$ cat src/rtl/blit_pkg.sv
package blit_pkg;

    localparam int COORD_W = 16;
    localparam int WORD_W  = 32;
    localparam int OFF_W   = 32;
    localparam int BASE_W  = 27;
    localparam int PAL_N   = 6;
    localparam int PAL_IW  = 3;

    localparam logic [7:0] ROP_COPY  = 8'hCC;
    localparam logic [7:0] ROP_PAT   = 8'hF0;
    localparam logic [7:0] ROP_BLACK = 8'h00;
    localparam logic [7:0] ROP_WHITE = 8'hFF;

    localparam int FLAG_FMT = 0;
    localparam int FLAG_OP  = 1;
    localparam int FLAG_RNG = 2;

    localparam logic [3:0] RA_SRC_OFF = 4'd0;
    localparam logic [3:0] RA_DST_OFF = 4'd1;
    localparam logic [3:0] RA_SRC_PIT = 4'd2;
    localparam logic [3:0] RA_DST_PIT = 4'd3;
    localparam logic [3:0] RA_SRC_X   = 4'd4;
    localparam logic [3:0] RA_SRC_Y   = 4'd5;
    localparam logic [3:0] RA_DST_X   = 4'd6;
    localparam logic [3:0] RA_DST_Y   = 4'd7;
    localparam logic [3:0] RA_WIDTH   = 4'd8;
    localparam logic [3:0] RA_HEIGHT  = 4'd9;
    localparam logic [3:0] RA_FORMAT  = 4'd10;
    localparam logic [3:0] RA_ROP     = 4'd11;
    localparam logic [3:0] RA_BRUSH   = 4'd12;
    localparam logic [3:0] RA_PAL     = 4'd13;
    localparam logic [3:0] RA_BASE    = 4'd14;
    localparam logic [3:0] RA_MODE    = 4'd15;

    typedef enum logic [2:0] {
        OP_COPY, OP_PAT, OP_BLACK, OP_WHITE, OP_NONE
    } op_kind_e;

    typedef enum logic [2:0] {
        S_IDLE, S_SETUP, S_READ, S_WRITE, S_FILL, S_FIN
    } walk_state_e;

    typedef struct packed {
        logic [OFF_W-1:0]   src_off;
        logic [OFF_W-1:0]   dst_off;
        logic [COORD_W-1:0] src_pitch;
        logic [COORD_W-1:0] dst_pitch;
        logic [COORD_W-1:0] src_x;
        logic [COORD_W-1:0] src_y;
        logic [COORD_W-1:0] dst_x;
        logic [COORD_W-1:0] dst_y;
        logic [COORD_W-1:0] width;
        logic [COORD_W-1:0] height;
        logic [3:0]         format;
        logic [7:0]         rop;
        logic [WORD_W-1:0]  brush;
        logic [BASE_W-1:0]  disp_base;
        logic               pix_mode;
    } blit_cfg_t;

    function automatic logic [5:0] depth_of(input logic [3:0] code);
        case (code)
            4'd2:        return 6'd8;
            4'd3, 4'd4:  return 6'd16;
            4'd5:        return 6'd24;
            4'd6:        return 6'd32;
            default:     return 6'd0;
        endcase
    endfunction

    function automatic op_kind_e op_of(input logic [7:0] code);
        case (code)
            ROP_COPY:  return OP_COPY;
            ROP_PAT:   return OP_PAT;
            ROP_BLACK: return OP_BLACK;
            ROP_WHITE: return OP_WHITE;
            default:   return OP_NONE;
        endcase
    endfunction

    function automatic logic [WORD_W-1:0] swap_bytes(input logic [WORD_W-1:0] v);
        return {v[7:0], v[15:8], v[23:16], v[31:24]};
    endfunction

endpackage

$ cat src/rtl/blit_palette.sv
module blit_palette import blit_pkg::*; (
    input  logic              clk,
    input  logic              rst,
    input  logic              we,
    input  logic [PAL_IW-1:0] idx,
    input  logic [7:0]        val,
    output logic [WORD_W-1:0] black_colour,
    output logic [WORD_W-1:0] white_colour
);
    logic [7:0] entry_q [PAL_N];

    always_ff @(posedge clk) begin
        if (rst) begin
            for (int i = 0; i < PAL_N; i++) entry_q[i] <= '0;
        end else if (we && (int'(idx) < PAL_N)) begin
            entry_q[idx] <= val;
        end
    end

    assign black_colour = {entry_q[0], entry_q[1], entry_q[2], 8'hFF};
    assign white_colour = {entry_q[3], entry_q[4], entry_q[5], 8'hFF};
endmodule

$ cat src/rtl/blit_geom.sv
module blit_geom import blit_pkg::*; #(
    parameter int MEM_WORDS = 1024
) (
    input  logic [OFF_W-1:0]   src_off,
    input  logic [OFF_W-1:0]   dst_off,
    input  logic [COORD_W-1:0] src_pitch,
    input  logic [COORD_W-1:0] dst_pitch,
    input  logic [COORD_W-1:0] src_x,
    input  logic [COORD_W-1:0] src_y,
    input  logic [COORD_W-1:0] dst_x,
    input  logic [COORD_W-1:0] dst_y,
    input  logic [COORD_W-1:0] height,
    input  logic [3:0]         format,
    input  logic [BASE_W-1:0]  disp_base,
    input  logic               pix_mode,
    input  logic               need_src,
    output logic [31:0]        src_stride,
    output logic [31:0]        dst_stride,
    output logic [31:0]        src_row0,
    output logic [31:0]        dst_row0,
    output logic               fmt_bad,
    output logic               range_bad
);
    localparam logic [63:0] END_BYTES = 64'(MEM_WORDS) * 64'd4;

    logic [5:0]  depth;
    logic [31:0] src_pe, dst_pe, src_base, dst_base, base_add;
    logic [63:0] src_lim, dst_lim;
    logic        src_bad, dst_bad;

    assign depth    = depth_of(format);
    assign fmt_bad  = (depth == 6'd0);
    assign base_add = pix_mode ? 32'(disp_base) : 32'd0;
    assign src_pe   = pix_mode ? 32'(src_pitch) * 32'(depth) : 32'(src_pitch);
    assign dst_pe   = pix_mode ? 32'(dst_pitch) * 32'(depth) : 32'(dst_pitch);
    assign src_stride = src_pe >> 2;
    assign dst_stride = dst_pe >> 2;
    assign src_base = src_off + base_add;
    assign dst_base = dst_off + base_add;

    assign src_lim = 64'(src_base) + 64'(src_x)
                   + (64'(src_y) + 64'(height)) * 64'(src_stride) * 64'd4;
    assign dst_lim = 64'(dst_base) + 64'(dst_x)
                   + (64'(dst_y) + 64'(height)) * 64'(dst_stride) * 64'd4;

    assign src_bad   = (64'(src_base) >= END_BYTES) || (src_lim >= END_BYTES);
    assign dst_bad   = (64'(dst_base) >= END_BYTES) || (dst_lim >= END_BYTES);
    assign range_bad = dst_bad || (need_src && src_bad);

    assign src_row0 = (src_base >> 2) + 32'(src_y) * src_stride + 32'(src_x);
    assign dst_row0 = (dst_base >> 2) + 32'(dst_y) * dst_stride + 32'(dst_x);
endmodule

$ cat src/rtl/blit_walker.sv
module blit_walker import blit_pkg::*; #(
    parameter int AW = 10
) (
    input  logic               clk,
    input  logic               rst,
    input  logic               start,
    input  op_kind_e           op,
    input  logic [COORD_W-1:0] width,
    input  logic [COORD_W-1:0] height,
    input  logic [31:0]        src_stride,
    input  logic [31:0]        dst_stride,
    input  logic [31:0]        src_row0,
    input  logic [31:0]        dst_row0,
    input  logic               fmt_bad,
    input  logic               range_bad,
    input  logic [WORD_W-1:0]  pat_colour,
    input  logic [WORD_W-1:0]  black_colour,
    input  logic [WORD_W-1:0]  white_colour,
    input  logic [WORD_W-1:0]  mem_rdata,
    output logic               mem_en,
    output logic               mem_we,
    output logic [AW-1:0]      mem_addr,
    output logic [WORD_W-1:0]  mem_wdata,
    output logic               busy,
    output logic               done,
    output logic [2:0]         status,
    output logic               adv_copy,
    output logic               adv_fill
);
    walk_state_e        state_q;
    logic [COORD_W-1:0] col_q, row_q;
    logic [31:0]        srow_q, drow_q;
    logic [WORD_W-1:0]  fill_q;
    logic [2:0]         flags_q;
    logic               last_col, last_word, empty, step, finish_ok;

    assign last_col  = (col_q == width - 16'd1);
    assign last_word = last_col && (row_q == height - 16'd1);
    assign empty     = (width == '0) || (height == '0);
    assign step      = (state_q == S_WRITE) || (state_q == S_FILL);
    assign finish_ok = (state_q == S_SETUP && op != OP_NONE && !range_bad && empty)
                     || (step && last_word);
    assign adv_copy  = finish_ok && (op == OP_COPY);
    assign adv_fill  = finish_ok && (op != OP_COPY) && (op != OP_NONE);

    always_ff @(posedge clk) begin
        if (rst) begin
            state_q <= S_IDLE;
            col_q   <= '0;
            row_q   <= '0;
            srow_q  <= '0;
            drow_q  <= '0;
            fill_q  <= '0;
            flags_q <= '0;
        end else begin
            case (state_q)
                S_IDLE: if (start) begin
                    flags_q <= '0;
                    state_q <= S_SETUP;
                end
                S_SETUP: begin
                    if (op == OP_NONE) begin
                        flags_q[FLAG_OP] <= 1'b1;
                        state_q <= S_FIN;
                    end else begin
                        flags_q[FLAG_FMT] <= fmt_bad;
                        if (range_bad) begin
                            flags_q[FLAG_RNG] <= 1'b1;
                            state_q <= S_FIN;
                        end else if (empty) begin
                            state_q <= S_FIN;
                        end else begin
                            col_q   <= '0;
                            row_q   <= '0;
                            srow_q  <= src_row0;
                            drow_q  <= dst_row0;
                            fill_q  <= (op == OP_PAT)   ? pat_colour :
                                       (op == OP_BLACK) ? black_colour : white_colour;
                            state_q <= (op == OP_COPY) ? S_READ : S_FILL;
                        end
                    end
                end
                S_READ: state_q <= S_WRITE;
                S_WRITE, S_FILL: begin
                    if (last_word) begin
                        state_q <= S_FIN;
                    end else begin
                        if (last_col) begin
                            col_q  <= '0;
                            row_q  <= row_q + 16'd1;
                            srow_q <= srow_q + src_stride;
                            drow_q <= drow_q + dst_stride;
                        end else begin
                            col_q <= col_q + 16'd1;
                        end
                        if (state_q == S_WRITE) state_q <= S_READ;
                    end
                end
                S_FIN:   state_q <= S_IDLE;
                default: state_q <= S_IDLE;
            endcase
        end
    end

    assign mem_en    = (state_q == S_READ) || step;
    assign mem_we    = step;
    assign mem_addr  = AW'(((state_q == S_READ) ? srow_q : drow_q) + 32'(col_q));
    assign mem_wdata = (state_q == S_WRITE) ? mem_rdata : fill_q;
    assign busy      = (state_q != S_IDLE);
    assign done      = (state_q == S_FIN);
    assign status    = flags_q;

    assert_done_single_R9: assert property (@(posedge clk) disable iff (rst)
        done |=> !done);
    assert_done_releases_R9: assert property (@(posedge clk) disable iff (rst)
        done |=> !busy);
    assert_start_ignored_R9: assert property (@(posedge clk) disable iff (rst)
        (start && busy && !done) |=> busy);
    assert_start_clears_R10: assert property (@(posedge clk) disable iff (rst)
        (start && !busy) |=> (busy && status == 3'b000));
endmodule

$ cat src/rtl/blit_engine.sv
module blit_engine import blit_pkg::*; #(
    parameter int MEM_WORDS = 1024,
    localparam int AW = $clog2(MEM_WORDS)
) (
    input  logic               clk,
    input  logic               rst,
    input  logic               reg_we,
    input  logic [3:0]         reg_addr,
    input  logic [31:0]        reg_wdata,
    input  logic               start,
    output logic               busy,
    output logic               done,
    output logic [2:0]         status,
    output logic [COORD_W-1:0] dst_x_pos,
    output logic [COORD_W-1:0] dst_y_pos,
    output logic               mem_en,
    output logic               mem_we,
    output logic [AW-1:0]      mem_addr,
    output logic [WORD_W-1:0]  mem_wdata,
    input  logic [WORD_W-1:0]  mem_rdata
);
    blit_cfg_t         cfg_q;
    op_kind_e          op;
    logic [31:0]       src_stride, dst_stride, src_row0, dst_row0;
    logic              fmt_bad, range_bad, adv_copy, adv_fill;
    logic [WORD_W-1:0] black_colour, white_colour;

    assign op = op_of(cfg_q.rop);

    always_ff @(posedge clk) begin
        if (rst) begin
            cfg_q <= '0;
        end else begin
            if (reg_we) begin
                case (reg_addr)
                    RA_SRC_OFF: cfg_q.src_off   <= reg_wdata;
                    RA_DST_OFF: cfg_q.dst_off   <= reg_wdata;
                    RA_SRC_PIT: cfg_q.src_pitch <= reg_wdata[COORD_W-1:0];
                    RA_DST_PIT: cfg_q.dst_pitch <= reg_wdata[COORD_W-1:0];
                    RA_SRC_X:   cfg_q.src_x     <= reg_wdata[COORD_W-1:0];
                    RA_SRC_Y:   cfg_q.src_y     <= reg_wdata[COORD_W-1:0];
                    RA_DST_X:   cfg_q.dst_x     <= reg_wdata[COORD_W-1:0];
                    RA_DST_Y:   cfg_q.dst_y     <= reg_wdata[COORD_W-1:0];
                    RA_WIDTH:   cfg_q.width     <= reg_wdata[COORD_W-1:0];
                    RA_HEIGHT:  cfg_q.height    <= reg_wdata[COORD_W-1:0];
                    RA_FORMAT:  cfg_q.format    <= reg_wdata[3:0];
                    RA_ROP:     cfg_q.rop       <= reg_wdata[7:0];
                    RA_BRUSH:   cfg_q.brush     <= reg_wdata;
                    RA_BASE:    cfg_q.disp_base <= reg_wdata[BASE_W-1:0];
                    RA_MODE:    cfg_q.pix_mode  <= reg_wdata[0];
                    default: ;
                endcase
            end
            if (adv_copy) cfg_q.dst_x <= cfg_q.dst_x + cfg_q.width;
            if (adv_copy || adv_fill) cfg_q.dst_y <= cfg_q.dst_y + cfg_q.height;
        end
    end

    blit_palette u_pal (
        .clk          (clk),
        .rst          (rst),
        .we           (reg_we && reg_addr == RA_PAL),
        .idx          (reg_wdata[8+PAL_IW-1:8]),
        .val          (reg_wdata[7:0]),
        .black_colour (black_colour),
        .white_colour (white_colour)
    );

    blit_geom #(.MEM_WORDS(MEM_WORDS)) u_geom (
        .src_off    (cfg_q.src_off),
        .dst_off    (cfg_q.dst_off),
        .src_pitch  (cfg_q.src_pitch),
        .dst_pitch  (cfg_q.dst_pitch),
        .src_x      (cfg_q.src_x),
        .src_y      (cfg_q.src_y),
        .dst_x      (cfg_q.dst_x),
        .dst_y      (cfg_q.dst_y),
        .height     (cfg_q.height),
        .format     (cfg_q.format),
        .disp_base  (cfg_q.disp_base),
        .pix_mode   (cfg_q.pix_mode),
        .need_src   (op == OP_COPY),
        .src_stride (src_stride),
        .dst_stride (dst_stride),
        .src_row0   (src_row0),
        .dst_row0   (dst_row0),
        .fmt_bad    (fmt_bad),
        .range_bad  (range_bad)
    );

    blit_walker #(.AW(AW)) u_walk (
        .clk          (clk),
        .rst          (rst),
        .start        (start),
        .op           (op),
        .width        (cfg_q.width),
        .height       (cfg_q.height),
        .src_stride   (src_stride),
        .dst_stride   (dst_stride),
        .src_row0     (src_row0),
        .dst_row0     (dst_row0),
        .fmt_bad      (fmt_bad),
        .range_bad    (range_bad),
        .pat_colour   (swap_bytes(cfg_q.brush)),
        .black_colour (black_colour),
        .white_colour (white_colour),
        .mem_rdata    (mem_rdata),
        .mem_en       (mem_en),
        .mem_we       (mem_we),
        .mem_addr     (mem_addr),
        .mem_wdata    (mem_wdata),
        .busy         (busy),
        .done         (done),
        .status       (status),
        .adv_copy     (adv_copy),
        .adv_fill     (adv_fill)
    );

    assign dst_x_pos = cfg_q.dst_x;
    assign dst_y_pos = cfg_q.dst_y;

    assert_no_write_bad_op_R2: assert property (@(posedge clk) disable iff (rst)
        status[FLAG_OP] |-> !mem_we);
    assert_no_write_out_of_range_R6: assert property (@(posedge clk) disable iff (rst)
        status[FLAG_RNG] |-> !mem_we);
    assert_write_only_when_busy_R7: assert property (@(posedge clk) disable iff (rst)
        mem_en |-> busy);
endmodule

$ cat config.mk
export PLATFORM = sky130hd
export DESIGN_NAME = blit_engine
export DESIGN_NICKNAME = d
export VERILOG_FILES = /design/src/rtl/blit_pkg.sv /design/src/rtl/blit_palette.sv /design/src/rtl/blit_geom.sv /design/src/rtl/blit_walker.sv /design/src/rtl/blit_engine.sv
export SDC_FILE = /design/constraint.sdc
export NUM_CORES = 2
export LEC_CHECK = 0
export ABC_AREA = 1
export BUFFER_PORTS_ARGS = -buffer_cell sky130_fd_sc_hd__buf_4
export CAP_MARGIN = 20
export CORE_UTILIZATION = 33
export CTS_CLUSTER_SIZE = 30
export DETAILED_ROUTE_END_ITERATION = 8
export GPL_TIMING_DRIVEN = 0
export HOLD_SLACK_MARGIN = 0.1
export PLACE_DENSITY_LB_ADDON = 0.12
export SYNTH_ARGS = -nofsm -noshare
export SYNTH_HDL_FRONTEND = slang
export SYNTH_HIERARCHICAL = 1
export SYNTH_SLANG_ARGS = --single-unit
$ cat constraint.sdc
create_clock -name clk -period 12.2 [get_ports clk]
set_clock_uncertainty 0.1 [all_clocks]
set_input_delay 1.22 -clock clk [delete_from_list [all_inputs] [get_ports clk]]
set_output_delay 1.22 -clock clk [all_outputs]
set_load 0.01 [all_outputs]
-- Yosys cells after proc, flatten, opt, wreduce, memory -nomap -nowiden
Memories as Yosys holds them, arrays and structs flattened.
Index checks and enable logic that the tools add are counted.
- memories kept: 1
- input bits: 72
- bits in writable memories: 48
- register bits after elaboration: 398
- order comparisons: 5
- $add $sub $neg: 21
- reductions and logical operators: 60
- multiplexer cells: 64
- bitwise operators: 3
- equality and inequality tests: 43
- multiply operators: 6
- memories (name ; depth ; width ; read ports ; clocked after Yosys merged registers in ; write ports ; RTL line ; RTL):
    u_pal.entry_q ; 6 ; 8 ; 6 ; 0 ; 6 ; blit_palette.sv:10 ; logic [7:0] entry_q [PAL_N];
- operator list (operator ; count):
    two-way mux 32 bit ; 14
    two-way mux 16 bit ; 13
    two-way mux 136 bit ; 1
    adder 64 bit ; 2
    greater-or-equal comparator 64 x 13 -> 1 bit (second input constant) ; 2
    multiplier 64 x 30 -> 62 bit ; 2
    one-hot mux 32 bit (2 select lines) ; 2
    adder 32 x 16 -> 33 bit ; 2
    adder 30 x 32 -> 32 bit ; 2
    adder 32 x 16 -> 32 bit ; 2
    adder 32 x 20 -> 32 bit ; 2
    adder 32 x 27 -> 32 bit ; 2
    greater-or-equal comparator 32 x 13 -> 1 bit (second input constant) ; 2
    one-hot mux 16 bit (2 select lines) ; 2
    two-way mux 27 bit ; 2
    multiplier 16 x 6 -> 22 bit ; 2
    two-way mux 22 bit ; 2
    adder 16 x 16 -> 17 bit ; 2
    adder 16 x 1 -> 16 bit (second input constant) ; 2
    adder 16 bit ; 2
    equality test 16 bit ; 2
    equality test 4 bit (second input constant) ; 8
    logical NOT 16 bit ; 2
    multiplier 16 x 20 -> 32 bit ; 1
    other kinds (40) ; 127

-- Logic depth before layout (Yosys ltp)
- depth in word-level cells: 20
- gate-level depth with buffers: 78
- depth with buffers taken out: 75

-- Hierarchy
Netlist, hierarchy kept.
- by module, submodules not included (module ; cells an instance ; area an instance (um2) ; times used):
    blit_geom ; 8214 ; 59079.2 ; 1
    blit_engine ; 1624 ; 11643.7 ; 1
    blit_walker ; 1358 ; 8247.9 ; 1
    blit_palette ; 145 ; 2138.3 ; 1

-- Worst setup path before layout
No wires, ideal clock.
- path type: register -> register
- from: register, netlist name cfg_q[70]
- to: register, netlist name dst_x_pos[2]
- required time: 11979 ps
- cell stages (with the launch flop): 70
- path slack: 6 ps
- library setup time: 121 ps
- path buffers: 5
- data arrival time: 11973 ps
- period minus slack after synthesis: 12194 ps
- path through: dfxtp_1 inv_1 nor2_1 nand3_1 and2_1 clkbuf_1 inv_1 clkbuf_1 nand2_1 fa_1 inv_1 ha_1 ha_1 ha_1 inv_1 fa_1 inv_1 nand3_1 [34 not listed] nand2_1 nand3_1 nand2_1 nand3_1 nand2_1 nand3_1 nor2_1 nand3_1 nor2_1 nand3_1 inv_1 nand3_1 a21oi_1 buf_2 buf_2 nor2_1 a21oi_1 a21oi_1
- cells in the longest elaborated chain, start to end: 18
- RTL lines (element ; RTL line ; RTL):
    equality test 4 x 2 -> 1 bit / equality test 4 x 3 -> 1 bit (equally long branches) ; blit_pkg.sv:63 ; case (code)
    OR reduction 2 bit ; blit_pkg.sv:63 ;
    one-hot mux 6 bit (4 select lines) (*) ; blit_pkg.sv:63 ;
    multiplier 16 x 6 -> 22 bit ; blit_geom.sv:34 ; assign src_pe = pix_mode ? 32'(src_pitch) * 32'(depth) : 32'(src_pitch);
    two-way mux 22 bit ; blit_geom.sv:34 ;
    multiplier 64 x 30 -> 62 bit ; blit_geom.sv:42 ; + (64'(src_y) + 64'(height)) * 64'(src_stride) * 64'd4;
    adder 64 bit ; blit_geom.sv:42 ;
    greater-or-equal comparator 64 x 13 -> 1 bit ; blit_geom.sv:46 ; assign src_bad = (64'(src_base) >= END_BYTES) || (src_lim >= END_BYTES);
    [3 not listed] ; n/a ;
    net range_bad ; blit_engine.sv:25 ; logic fmt_bad, range_bad, adv_copy, adv_fill;
    logical NOT 1 bit (*) ; blit_walker.sv:41 ; assign finish_ok = (state_q == S_SETUP && op != OP_NONE && !range_bad && empty)
    logical AND 1 bit (*) (2 in series) ; blit_walker.sv:41 ;
    logical OR 1 bit (*) ; blit_walker.sv:42 ; || (step && last_word);
    logical AND 1 bit (*) ; blit_walker.sv:43 ; assign adv_copy = finish_ok && (op == OP_COPY);
    net adv_copy ; blit_engine.sv:25 ;
    nonzero test 2 bit (no line) ; n/a ;
    AND reduction 2 bit (no line) ; n/a ;
Mark *: on every way through the listed nets, which the timed path passes. The rest lies on a longest branch.
A chain may end at the register's enable or synchronous reset.

-- Worst setup path after layout
- from: register, netlist name cfg_q[69]
- to: register, netlist name dst_y_pos[2]
- RTL lines (element ; RTL line ; RTL):
    equality test 4 x 2 -> 1 bit / equality test 4 x 3 -> 1 bit (equally long branches) ; blit_pkg.sv:63 ;
    OR reduction 2 bit ; blit_pkg.sv:63 ;
    one-hot mux 6 bit (4 select lines) (*) ; blit_pkg.sv:63 ;
    multiplier 16 x 6 -> 22 bit (*) ; blit_geom.sv:34 ;
    two-way mux 22 bit (*) ; blit_geom.sv:34 ;
    net src_stride[18] ; blit_engine.sv:24 ; logic [31:0] src_stride, dst_stride, src_row0, dst_row0;
    multiplier 64 x 30 -> 62 bit (*) ; blit_geom.sv:42 ;
    adder 64 bit (*) ; blit_geom.sv:42 ;
    [4 not listed] ; n/a ;
    net range_bad ; blit_engine.sv:25 ;
    logical NOT 1 bit (*) ; blit_walker.sv:41 ;
    logical AND 1 bit (*) (2 in series) ; blit_walker.sv:41 ;
    logical OR 1 bit (*) ; blit_walker.sv:42 ;
    logical AND 1 bit (*) ; blit_walker.sv:43 ;
    net adv_copy ; blit_engine.sv:25 ;
    logical OR 1 bit (*) ; blit_engine.sv:55 ; if (adv_copy || adv_fill) cfg_q.dst_y <= cfg_q.dst_y + cfg_q.height;
    nonzero test 2 bit (no line) ; n/a ;
    AND reduction 2 bit (no line) ; n/a ;
Marked as above.

==> impl_metrics.tcl <==
set metrics [dict create \
    drive_gt1_frac 0.145 \
    tightest_slew_ns 1.20 \
    die_area_um2 196000 \
    cts.clk_slew.worst_paths_ns 0.06 \
    core_um2 193000 \
    wl_per_cell_um 20.4 \
    root_buffer "clkbuf_16" \
    hold_violations 0 \
    die_y_um 442 \
    crit_path_frequent_cell "nand2_2" \
    rsz0062_at_grt "true" \
    critPathKind "flop to flop" \
    violations "setup timing" \
    cts_hold_buf 0 \
    slowest_stage "fa_2" \
    power_density_nw_per_um2 64.4 \
    grt_pass1_vias 61712 \
    worstSetupStartpoint "cfg_q[69]" \
    drt_wl_total_um 251000 \
    ir_worst_vdd_v 0.000124 \
    outcome "complete, but fails checks" \
    ant_nets 0 \
    fmaxAchievable_ghz 0.0801 \
    worst-path-max-fanout 7 \
    grt_pass1_wl_um 378000 \
    postSynthAreaPerCell_um2 6.87 \
    timing.final.crit_share 1.02 \
    portBuffers 151 \
    final_max_slew_viol_count 0 \
    clockBufferDepth 3 \
    htreeDepth 2 \
    dieWidth_um 442 \
    p_total_mw 4.91 \
    gr-usage-all-layers 0.253 \
    cts_tree "done" \
    dpl_cell_area_um2 68600 \
    slew-limit-headroom 0.197 \
    start_util 0.332 \
    timing.final.crit_period_ns 12.49 \
    stdcell_area_um2 76300 \
    area_growth_pct 19.3 \
    fin_ws_ns -0.292 \
    end_kind "flop" \
    p_leak_nw 37.9 \
    cp.arrival_ns 12.99 \
    fp-row-count 161 \
    cp.required_ns 12.70 \
    drc 0 \
    antenna_found_initial 9 \
    overflow 0 \
    rr_startpoint "cfg_q[69]" \
    viasPerCell 4.96 \
    cts_buffers 48 \
    fillers 20551 \
    place.gp.congestion 0.913 \
    dpl.hpwl_um 208000 \
    max_cap_violations 0 \
    start_kind "flop" \
    min_from "cfg_q[250]" \
    multi_input_area_um2 50500 \
    dr.pass1.iters 6 \
    drtIter0Drc 3760 \
    synth_warnings 6 \
    fin_tns_setup_ns -17.20 \
    synth_area_um2 64000 \
    vias 61039 \
    max_stage_delay_ns 0.58 \
    grt_start_max_net_pins 17 \
    cts_sinks 402 \
    pin_count 153 \
    ff_latch_area_um2 8550 \
    holdCritPathClass "flop to flop" \
    syn_inst 9307 \
    nets 11127 \
    setup_viol 116 \
    clock_latency_ns 0.68 \
]
[cell usage in the layout, fill, tap and decap left out, types with 48 or more instances in the layout]
master / instances
dfxtp_1: 342
buf_4: 367
o21ai_1: 59
ha_1: 550
a21oi_2: 59
xor2_1: 134
fa_1: 674
nand2_2: 67
nand2_1: 1953
nand4_1: 84
nor2_1: 1238
nor3_1: 55
nor2_2: 72
o21ai_0: 344
clkbuf_16: 59
edfxtp_1: 48
ha_4: 63
a21oi_1: 419
clkbuf_1: 159
inv_2: 92
nand3_1: 320
inv_1: 1661
xnor2_1: 64
[where the power goes]
group	switching (mW)	internal, mW	total (mW)
sequential	0.114	1.42	1.53
clock	0.712	0.929	1.64
combinational	1.11	0.627	1.74
total	1.94	2.98	4.91
[registers in the layout, indices dropped and copies added, names as in the netlist]
signal,cells
dst_y_pos,16
u_walk/drow_q,10
u_walk/fill_q,32
u_walk/state_q,3
u_walk/status,3
u_walk/col_q,16
u_walk/row_q,16
u_walk/srow_q,10
cfg_q,232
u_pal/entry_q,48
dst_x_pos,16
[worst max-delay path: cells and delay by family (launching register included)]
family | cells | cell delay, ns
adder cells (fa/ha/maj) | 13 | 5.30
AND/OR/NAND/NOR | 35 | 3.81
XOR/XNOR | 1 | 0.28
AO/OA/AOI/OAI | 6 | 0.93
buffers and inverters | 19 | 1.61
flip-flops | 1 | 0.35
[repair_timing]
item | in CTS | in global routing
buffers inserted | 119 | 66
pin swaps | 203 | 215
resized for setup | 684 | 401
endpoints found under the setup margin | 120 | 120
gates cloned | 14 | 4
[metal layers]
layer / vias to the layer above / wire length, µm / track usage
li1: 29490 / - / -
met1: 29816 / 114000 / 0.339
met2: 1422 / 118000 / 0.427
met3: 305 / 10900 / 0.0249
met4: 6 / 9150 / 0.0798
met5: - / 80 / 0.00171
[per-stage QoR]
step / setup slack (ns) / hold slack (ns) / util / std cells
floorplan: 0.178 / 0.328 / - / 9322
global placement: -3.93 / 0.345 / 0.355 / 11999
detailed placement: -3.96 / 0.343 / 0.356 / 12016
CTS: -0.360 / 0.355 / 0.385 / 12237
global route: -0.731 / 0.365 / 0.396 / 12305
finish: -0.292 / 0.352 / 0.396 / 12308
[layout make-up]
| class | count | area share |
|---|---|---|
| diodes | 3 | 0.0000984 |
| plain buffers | 361 | 0.0302 |
| clock buffers | 56 | 0.0165 |
| clock inverters | 34 | 0.00649 |
| inverters | 1788 | 0.0888 |
| multi-input cells | 6769 | 0.662 |
| flip-flops and latches | 402 | 0.112 |
| well taps | 2526 | 0.0414 |
| repair buffers | 369 | 0.0429 |
[worst paths after layout]
| kind | to | slack [ns] | cells past startpoint |
|---|---|---|---|
| setup / recovery | dst_y_pos[2] | -0.29 | 74 |
| hold / removal | cfg_q[250] | 0.35 | 2 |
| setup reg to reg | dst_y_pos[2] | -0.29 | 74 |
| hold reg to reg | cfg_q[250] | 0.35 | 2 |
No activity file was read; power rests on OpenSTA's default activity.
